$ cat src/rtl/xb_pkg.sv
// Shared types for the crossover blender.
// Assumes: nothing beyond standard SystemVerilog.
package xb_pkg;

    // How the slow stream is brought to the fast rate.
    typedef enum logic {
        UP_HOLD   = 1'b0,
        UP_LINEAR = 1'b1
    } up_mode_e;

endpackage

$ cat src/rtl/xb_delay.sv
// Fixed-length register chain that aligns the fast path with the slow path.
// Assumes: DEPTH >= 1; each stage is one clock.
module xb_delay #(
    parameter int W     = 18,
    parameter int DEPTH = 1
) (
    input  logic         clk,
    input  logic         rst_n,
    input  logic [W-1:0] d_in,
    output logic [W-1:0] d_out
);

    logic [W-1:0] stg [DEPTH];

    for (genvar i = 0; i < DEPTH; i++) begin : g_stage
        if (i == 0) begin : g_first
            // first stage captures the input
            always_ff @(posedge clk) begin
                if (!rst_n) stg[0] <= '0;
                else        stg[0] <= d_in;
            end
        end else begin : g_next
            // later stages shift the previous stage along
            always_ff @(posedge clk) begin
                if (!rst_n) stg[i] <= '0;
                else        stg[i] <= stg[i-1];
            end
        end
    end

    assign d_out = stg[DEPTH-1];

endmodule

$ cat src/rtl/xb_lerp.sv
// Linear upsampler: ramps from the previous slow sample to the new one
// in RATIO equal steps, then holds the new value until the next strobe.
// Assumes: RATIO is a power of two; strobes come no faster than RATIO clocks.
module xb_lerp #(
    parameter int W     = 18,
    parameter int RATIO = 8
) (
    input  logic         clk,
    input  logic         rst_n,
    input  logic [W-1:0] s_in,
    input  logic         s_vld,
    output logic [W-1:0] s_out
);

    localparam int L  = $clog2(RATIO);
    localparam int CW = $clog2(RATIO + 1);
    localparam int AW = W + L + 1;

    logic [W-1:0]  last_q;
    logic [W:0]    slope_q;
    logic [AW-1:0] acc_q;
    logic [CW-1:0] cnt_q;

    // select the integer part of the scaled accumulator
    function automatic logic [W-1:0] int_part(input logic [AW-1:0] a);
        return a[W+L-1:L];
    endfunction

    // restart the ramp on a strobe, otherwise step until RATIO steps are done
    always_ff @(posedge clk) begin
        if (!rst_n) begin
            last_q  <= '0;
            slope_q <= '0;
            acc_q   <= '0;
            cnt_q   <= '0;
        end else if (s_vld) begin
            last_q  <= s_in;
            slope_q <= {s_in[W-1], s_in} - {last_q[W-1], last_q};
            acc_q   <= {last_q[W-1], last_q, {L{1'b0}}};
            cnt_q   <= '0;
        end else if (cnt_q != CW'(RATIO)) begin
            acc_q   <= acc_q + {{(AW-W-1){slope_q[W]}}, slope_q};
            cnt_q   <= cnt_q + 1'b1;
        end
    end

    assign s_out = int_part(acc_q);

endmodule

$ cat src/rtl/xb_lpf.sv
// First-order recursive low-pass y += (x - y) * 2^-shift with a loadable
// shift register. The state carries FRAC_W fraction bits and the output is
// rounded, so a constant input is reproduced exactly at steady state.
// Assumes: FRAC_W >= largest shift + 1.
module xb_lpf #(
    parameter int DW     = 18,
    parameter int SH_W   = 4,
    parameter int K_RST  = 4,
    parameter int FRAC_W = 16
) (
    input  logic            clk,
    input  logic            rst_n,
    input  logic            coef_wr,
    input  logic [SH_W-1:0] coef_in,
    input  logic [DW-1:0]   x_in,
    output logic [DW+1:0]   lp_out,
    output logic [SH_W-1:0] coef_q
);

    localparam int SW = DW + 2 + FRAC_W;
    localparam logic signed [SW-1:0] HALF = SW'(1) <<< (FRAC_W - 1);

    logic signed [SW-1:0] st_q;
    logic signed [SW-1:0] target;
    logic signed [SW-1:0] diff;
    logic signed [SW-1:0] step;

    // drop the fraction bits after rounding
    function automatic logic [DW+1:0] drop_frac(input logic [SW-1:0] v);
        return v[SW-1:FRAC_W];
    endfunction

    // coefficient register, written during calibration
    always_ff @(posedge clk) begin
        if (!rst_n)       coef_q <= SH_W'(K_RST);
        else if (coef_wr) coef_q <= coef_in;
    end

    // scaled error term toward the input
    always_comb begin
        target = {{2{x_in[DW-1]}}, x_in, {FRAC_W{1'b0}}};
        diff   = target - st_q;
        step   = diff >>> coef_q;
    end

    // filter state update
    always_ff @(posedge clk) begin
        if (!rst_n) st_q <= '0;
        else        st_q <= st_q + step;
    end

    assign lp_out = drop_frac(st_q + HALF);

endmodule

$ cat src/rtl/xover_blend.sv
// Complementary crossover blender. The fast stream is scaled, delayed to the
// slow-path latency and split into low-pass and (fast - low-pass). The
// high-pass part is added to the upsampled slow stream, and the sum saturates.
// Assumes: one clock at the fast rate; slow strobes every RATIO clocks;
// OUT_W <= SLOW_W + 2; SLOW_W > FAST_W.
module xover_blend #(
    parameter int FAST_W = 10,
    parameter int SLOW_W = 18,
    parameter int OUT_W  = 18,
    parameter int RATIO  = 8,
    parameter int SH_W   = 4,
    parameter int K_RST  = 4,
    parameter xb_pkg::up_mode_e UP_MODE = xb_pkg::UP_HOLD
) (
    input  logic              clk,
    input  logic              rst_n,
    input  logic [FAST_W-1:0] fast_in,
    input  logic [SLOW_W-1:0] slow_in,
    input  logic              slow_vld,
    input  logic              coef_wr,
    input  logic [SH_W-1:0]   coef_in,
    output logic [OUT_W-1:0]  blend_out
);

    localparam int SCALE  = SLOW_W - FAST_W;
    localparam int DLY    = (UP_MODE == xb_pkg::UP_LINEAR) ? RATIO + 1 : 1;
    localparam int FRAC_W = 2 ** SH_W;
    localparam int HPW    = SLOW_W + 2;
    localparam int SUMW   = SLOW_W + 3;
    localparam logic signed [SUMW-1:0] SAT_HI = SUMW'(2 ** (OUT_W - 1) - 1);
    localparam logic signed [SUMW-1:0] SAT_LO = -SAT_HI - SUMW'(1);

    logic [SLOW_W-1:0]        x_s;
    logic [SLOW_W-1:0]        xd_w;
    logic [SLOW_W-1:0]        up_w;
    logic [HPW-1:0]           lp_w;
    logic signed [HPW-1:0]    hp_w;
    logic signed [SUMW-1:0]   sum_w;
    logic [SH_W-1:0]          coef_q;

    // fast sample moved to the slow-stream weight (sign kept by the MSB)
    assign x_s = {fast_in, {SCALE{1'b0}}};

    xb_delay #(.W(SLOW_W), .DEPTH(DLY)) u_dly (
        .clk   (clk),
        .rst_n (rst_n),
        .d_in  (x_s),
        .d_out (xd_w)
    );

    if (UP_MODE == xb_pkg::UP_HOLD) begin : g_hold
        logic [SLOW_W-1:0] hold_q;
        // keep the latest strobed slow sample
        always_ff @(posedge clk) begin
            if (!rst_n)        hold_q <= '0;
            else if (slow_vld) hold_q <= slow_in;
        end
        assign up_w = hold_q;
    end else begin : g_lin
        xb_lerp #(.W(SLOW_W), .RATIO(RATIO)) u_lerp (
            .clk   (clk),
            .rst_n (rst_n),
            .s_in  (slow_in),
            .s_vld (slow_vld),
            .s_out (up_w)
        );
    end

    xb_lpf #(.DW(SLOW_W), .SH_W(SH_W), .K_RST(K_RST), .FRAC_W(FRAC_W)) u_lpf (
        .clk     (clk),
        .rst_n   (rst_n),
        .coef_wr (coef_wr),
        .coef_in (coef_in),
        .x_in    (xd_w),
        .lp_out  (lp_w),
        .coef_q  (coef_q)
    );

    // complementary high-pass and blended sum
    always_comb begin
        hp_w  = $signed({{2{xd_w[SLOW_W-1]}}, xd_w}) - $signed(lp_w);
        sum_w = $signed({hp_w[HPW-1], hp_w}) + $signed({{3{up_w[SLOW_W-1]}}, up_w});
    end

    // saturating output register
    always_ff @(posedge clk) begin
        if (!rst_n)              blend_out <= '0;
        else if (sum_w > SAT_HI) blend_out <= SAT_HI[OUT_W-1:0];
        else if (sum_w < SAT_LO) blend_out <= SAT_LO[OUT_W-1:0];
        else                     blend_out <= sum_w[OUT_W-1:0];
    end

endmodule

$ cat config.mk
export PLATFORM = sky130hd
export DESIGN_NAME = xover_blend
export DESIGN_NICKNAME = d
export VERILOG_FILES = /design/src/rtl/xb_pkg.sv /design/src/rtl/xb_delay.sv /design/src/rtl/xb_lerp.sv /design/src/rtl/xb_lpf.sv /design/src/rtl/xover_blend.sv
export SDC_FILE = /design/constraint.sdc
export NUM_CORES = 1
export LEC_CHECK = 0
export BUFFER_PORTS_ARGS = -buffer_cell sky130_fd_sc_hd__buf_2
export CELL_PAD_IN_SITES_DETAIL_PLACEMENT = 1
export CELL_PAD_IN_SITES_GLOBAL_PLACEMENT = 2
export CORE_ASPECT_RATIO = 1.2
export CORE_MARGIN = 1
export CORE_UTILIZATION = 41
export CTS_BUF_LIST = sky130_fd_sc_hd__clkbuf_16
export DETAILED_ROUTE_END_ITERATION = 7
export GPL_ROUTABILITY_DRIVEN = 1
export HOLD_SLACK_MARGIN = 0.06
export PLACE_DENSITY = 0.95
export SKIP_CTS_REPAIR_TIMING = 1
export SYNTH_ARGS = -nofsm -noshare
export SYNTH_HDL_FRONTEND = slang
export SYNTH_SLANG_ARGS = --single-unit
export TNS_END_PERCENT = 1
$ cat constraint.sdc
create_clock -name clk -period 14.9 [get_ports clk]
set_input_delay 2.98 -clock clk [delete_from_list [all_inputs] [get_ports clk]]
set_output_delay 2.98 -clock clk [all_outputs]
set_load 0.005 [all_outputs]
==> impl_metrics.tcl <==
set metrics [dict create \
    coreArea_um2 22600 \
    dp_hpwl_um 23000 \
    wire_per_inst_um 19.0 \
    grt_pass1_wl_um 48500 \
    start_util_pct 42.2 \
    die_y_um 169 \
    port_buffers 53 \
    grt_max_degree 69 \
    r2r_slack_ns 8.35 \
    drive_gt1_share_pct 9.77 \
    crit_fanout 17 \
    r2r_end "blend_out[7]" \
    grt.total_usage_pct 25.3 \
    grt_pass1_vias 9498 \
    hp-start "g_hold.hold_q[0]" \
    ys_ff_latch 86 \
    tns_ns 0 \
    antenna_left 0 \
    die_x_um 141 \
    via_per_inst 6.01 \
    critPathSlowestCell "nor2b_1" \
    fmax_mhz 153 \
    drcViolationCount 0 \
    cts_root_buf "clkbuf_16" \
    clock_power_share_pct 8.6 \
    wl_um 29600 \
    cp.arrival_ns 6.72 \
    slew_headroom_pct 23.1 \
    synth.avg_cell_area_um2 7.72 \
    synth_ff_type "dfxtp_1" \
    syn_area_um2 9530 \
    clockBufferDepth 2 \
    htree_levels 3 \
    antenna_found_initial 0 \
    worst_clock_skew_ns 0.0101 \
    syn_nets 1355 \
    cp_top_family "simple AND/OR/NAND/NOR gates" \
    cts_tree "built" \
    worst_pin_slew_ns 1.15 \
    async_flop_share_pct 0 \
    worst-setup-path-type "flip-flop to flip-flop" \
    nets 1364 \
    slowest_delay_ns 0.89 \
    finalSetupViolations 0 \
    run_status "finished clean" \
    fin_crit_ns 6.55 \
    cp_cell_sequence "ha_1 -> and3_1 -> and3_1 -> nand2_1 -> nor2_1 -> nand2_1 -> xnor2_1 -> ha_1 -> or2_2 -> a21oi_1 -> a31oi_1 -> a41o_1 -> nor2_1 -> xnor2_1 -> ha_1 -> a21oi_1 -> o211ai_1 -> a31o_2 -> or4_1 -> o221ai_1 -> xnor2_1 -> nor2b_1 -> o32ai_1" \
    drv_cap 0 \
    combPwrFrac_pct 76.1 \
    drtIter0Drc 467 \
    grt_overflow 0 \
    area_growth_pct 8.01 \
    p_int_w 0.00130 \
    place.gp.congestion 0.860 \
    clk_pin_slew_ns 0.07 \
    ys_seq_area_share_pct 18.1 \
    endpoint_kind "flip-flop" \
    critPathRequiredTime_ns 15.08 \
    io_pins 54 \
    start_kind "flip-flop" \
    row_count 60 \
    ys_warn_count 0 \
    powerDensity_nw_per_um2 269 \
    worstSkewPairLatency_ns 0.36 \
    hp-class "flip-flop to flip-flop" \
    holdPathEnd "g_hold.hold_q[0]" \
    seqPwrFrac_pct 15.3 \
    reg2reg_depth 23 \
    drtPass1Iterations 5 \
    netlist_instances 1235 \
    slew_violations 0 \
    r2r_start "u_lpf.st_q[16]" \
    grt_setup_unrepaired "no" \
    p_leak_nw 4.39 \
    cts_made_buffers 9 \
    holdPathStages 2 \
    cts.sinks 86 \
    synth_edf_count 0 \
    path_buf_inv 0 \
    switching_power_w 0.00148 \
    diodes 0 \
    vdd.ir_drop.worst_mv 0.108 \
    power_w 0.00277 \
    switching_share_pct 53.3 \
    yosysUniqueCellTypes 95 \
    routed-via-count 9362 \
    period_share_pct 43.9 \
    design.die.area_um2 23900 \
    hold_viol_final 0 \
]
## final cells by class
class / count / area, um^2
Fill cell: 2817 / 12300
Tap cell: 310 / 388
Clock inverter: 7 / 76.3
Sequential cell: 86 / 1720
Inverter: 58 / 218
Multi-Input combinational cell: 1030 / 7350
Clock buffer: 9 / 225
Timing Repair Buffer: 59 / 310
## cells in the mapped netlist (4+ instances only)
| master | number | area share (%) |
|---|---|---|
| a211oi_1 | 19 | 1.5 |
| a221oi_1 | 6 | 0.55 |
| mux4_2 | 4 | 0.95 |
| a21o_1 | 31 | 2.4 |
| nor2b_1 | 11 | 0.72 |
| and2_1 | 19 | 1.2 |
| mux2_2 | 11 | 1.3 |
| o211a_1 | 4 | 0.42 |
| nor2_1 | 128 | 5.0 |
| a31oi_1 | 15 | 0.98 |
| inv_1 | 54 | 2.1 |
| o32ai_1 | 18 | 1.7 |
| nand3_1 | 37 | 1.9 |
| dfxtp_1 | 86 | 18 |
| a21oi_1 | 86 | 4.5 |
| o31ai_1 | 6 | 0.47 |
| nand3b_1 | 5 | 0.39 |
| o221ai_1 | 6 | 0.55 |
| o21a_1 | 9 | 0.71 |
| or4_1 | 6 | 0.47 |
| buf_1 | 9 | 0.35 |
| o22ai_1 | 8 | 0.53 |
| xor2_1 | 24 | 2.2 |
| and4_1 | 4 | 0.37 |
| nand2b_1 | 23 | 1.5 |
| xnor2_1 | 69 | 6.3 |
| and3_1 | 15 | 0.98 |
| o21bai_1 | 6 | 0.47 |
| or3_1 | 10 | 0.66 |
| clkbuf_1 | 45 | 1.8 |
| a21boi_0 | 4 | 0.32 |
| a41oi_1 | 4 | 0.37 |
| nor4_1 | 9 | 0.59 |
| nand4_1 | 15 | 0.98 |
| nand2_1 | 72 | 2.8 |
| ha_1 | 82 | 11 |
| o21ai_1 | 16 | 0.84 |
| o21ai_0 | 54 | 2.8 |
| mux2i_1 | 67 | 7.0 |
| o311ai_1 | 4 | 0.37 |
| o211ai_1 | 12 | 0.95 |
| nor3_1 | 37 | 1.9 |
| buf_2 | 7 | 0.37 |
## through the flow
step | instances | hold WS [ns] | util, % | instance area, um^2 | setup WS, ns
2_1_floorplan | 1235 | 0.467 | - | 9530 | 9.73
3_3_place_gp | 1543 | 0.492 | 44.2 | 9990 | 8.58
3_5_place_dp | 1543 | 0.508 | 44.2 | 9990 | 8.42
4_1_cts | 1559 | 0.529 | 45.6 | 10300 | 8.36
5_1_grt | 1559 | 0.562 | 45.6 | 10300 | 7.87
6_report | 1559 | 0.522 | 45.6 | 10300 | 8.35
## logic make-up (layout without fill, tap and decap cells)
logic type	after synthesis	in the layout	synth area share (%)
xor gates and xnor gates	96	96	9.18
adders and majority gates	84	84	11.2
buffers and inverters	119	133	4.78
muxes	82	82	9.28
AOI/OAI and AO/OA	352	352	25.1
and+or+nand+nor	416	416	22.4
DFF	86	86	18.1
## worst max-delay path by stage
| stage | start | endpoint | slack [ns] | depth (start not counted) |
|---|---|---|---|---|
| 6_report | u_lpf.st_q[16] | blend_out[7] | 8.35 | 23 |
| 5_1_grt | u_lpf.st_q[16] | blend_out[7] | 7.87 | 23 |
| 4_1_cts | u_lpf.st_q[16] | blend_out[7] | 8.36 | 23 |
| 3_5_place_dp | u_lpf.st_q[16] | blend_out[7] | 8.42 | 23 |
| 3_3_place_gp | u_lpf.st_q[16] | blend_out[3] | 8.58 | 23 |
| 2_1_floorplan | u_lpf.st_q[15] | blend_out[10] | 9.73 | 25 |
## cells in the final DEF (no fill, tap or decap), drive strengths merged, types with 5 or more instances in the layout
cell,instances
clkbuf,9
and2,19
ha,82
o21a,9
nand2,72
nor2b,11
o21bai,6
a221oi,7
mux2i,67
buf,59
and3,15
a21o,31
a31oi,15
nor4,12
o22ai,9
xor2,25
mux2,11
dfxtp,86
o311ai,6
a21oi,86
o221ai,6
nor2,128
nand2b,23
inv,59
xnor2,71
clkinv,6
nand3,39
o31ai,8
a211oi,19
nand3b,5
or3,11
or4,6
o32ai,18
nor3,38
o211ai,12
a21boi,5
nand4,15
o21ai,71
## registers in the layout (all words and copies together) (netlist names)
| name | count |
|---|---|
| g_hold.hold_q | 18 |
| blend_out | 18 |
| u_dly.stg | 10 |
| u_lpf.coef_q | 4 |
| u_lpf.st_q | 36 |
## power by group through the flow
stage	registers (W)	clock network, W	logic, W
CTS	0.000422	0.000244	0.00210
global placement	0.000424	0	0.00203
detailed placement	0.000428	0	0.00208
finish	0.000425	0.000239	0.00211
floorplan	0.000367	0	0.00165
global route	0.000436	0.000250	0.00234
## worst min-delay path, cell delays in order (launching register included)
cell and delay (ns):
dfxtp_1 0.34, mux2i_1 0.07, nor2_1 0.08
## layer usage
layer / vias to the layer above / wire, um / track usage, %
met3: 55 / 714 / 2.72
met2: 157 / 15100 / 47.2
met5: - / 0 / 0
li1: 4590 / - / -
met4: 0 / 895 / 9.12
met1: 4560 / 12900 / 29.6
No activity file was read; power rests on OpenSTA's default activity.
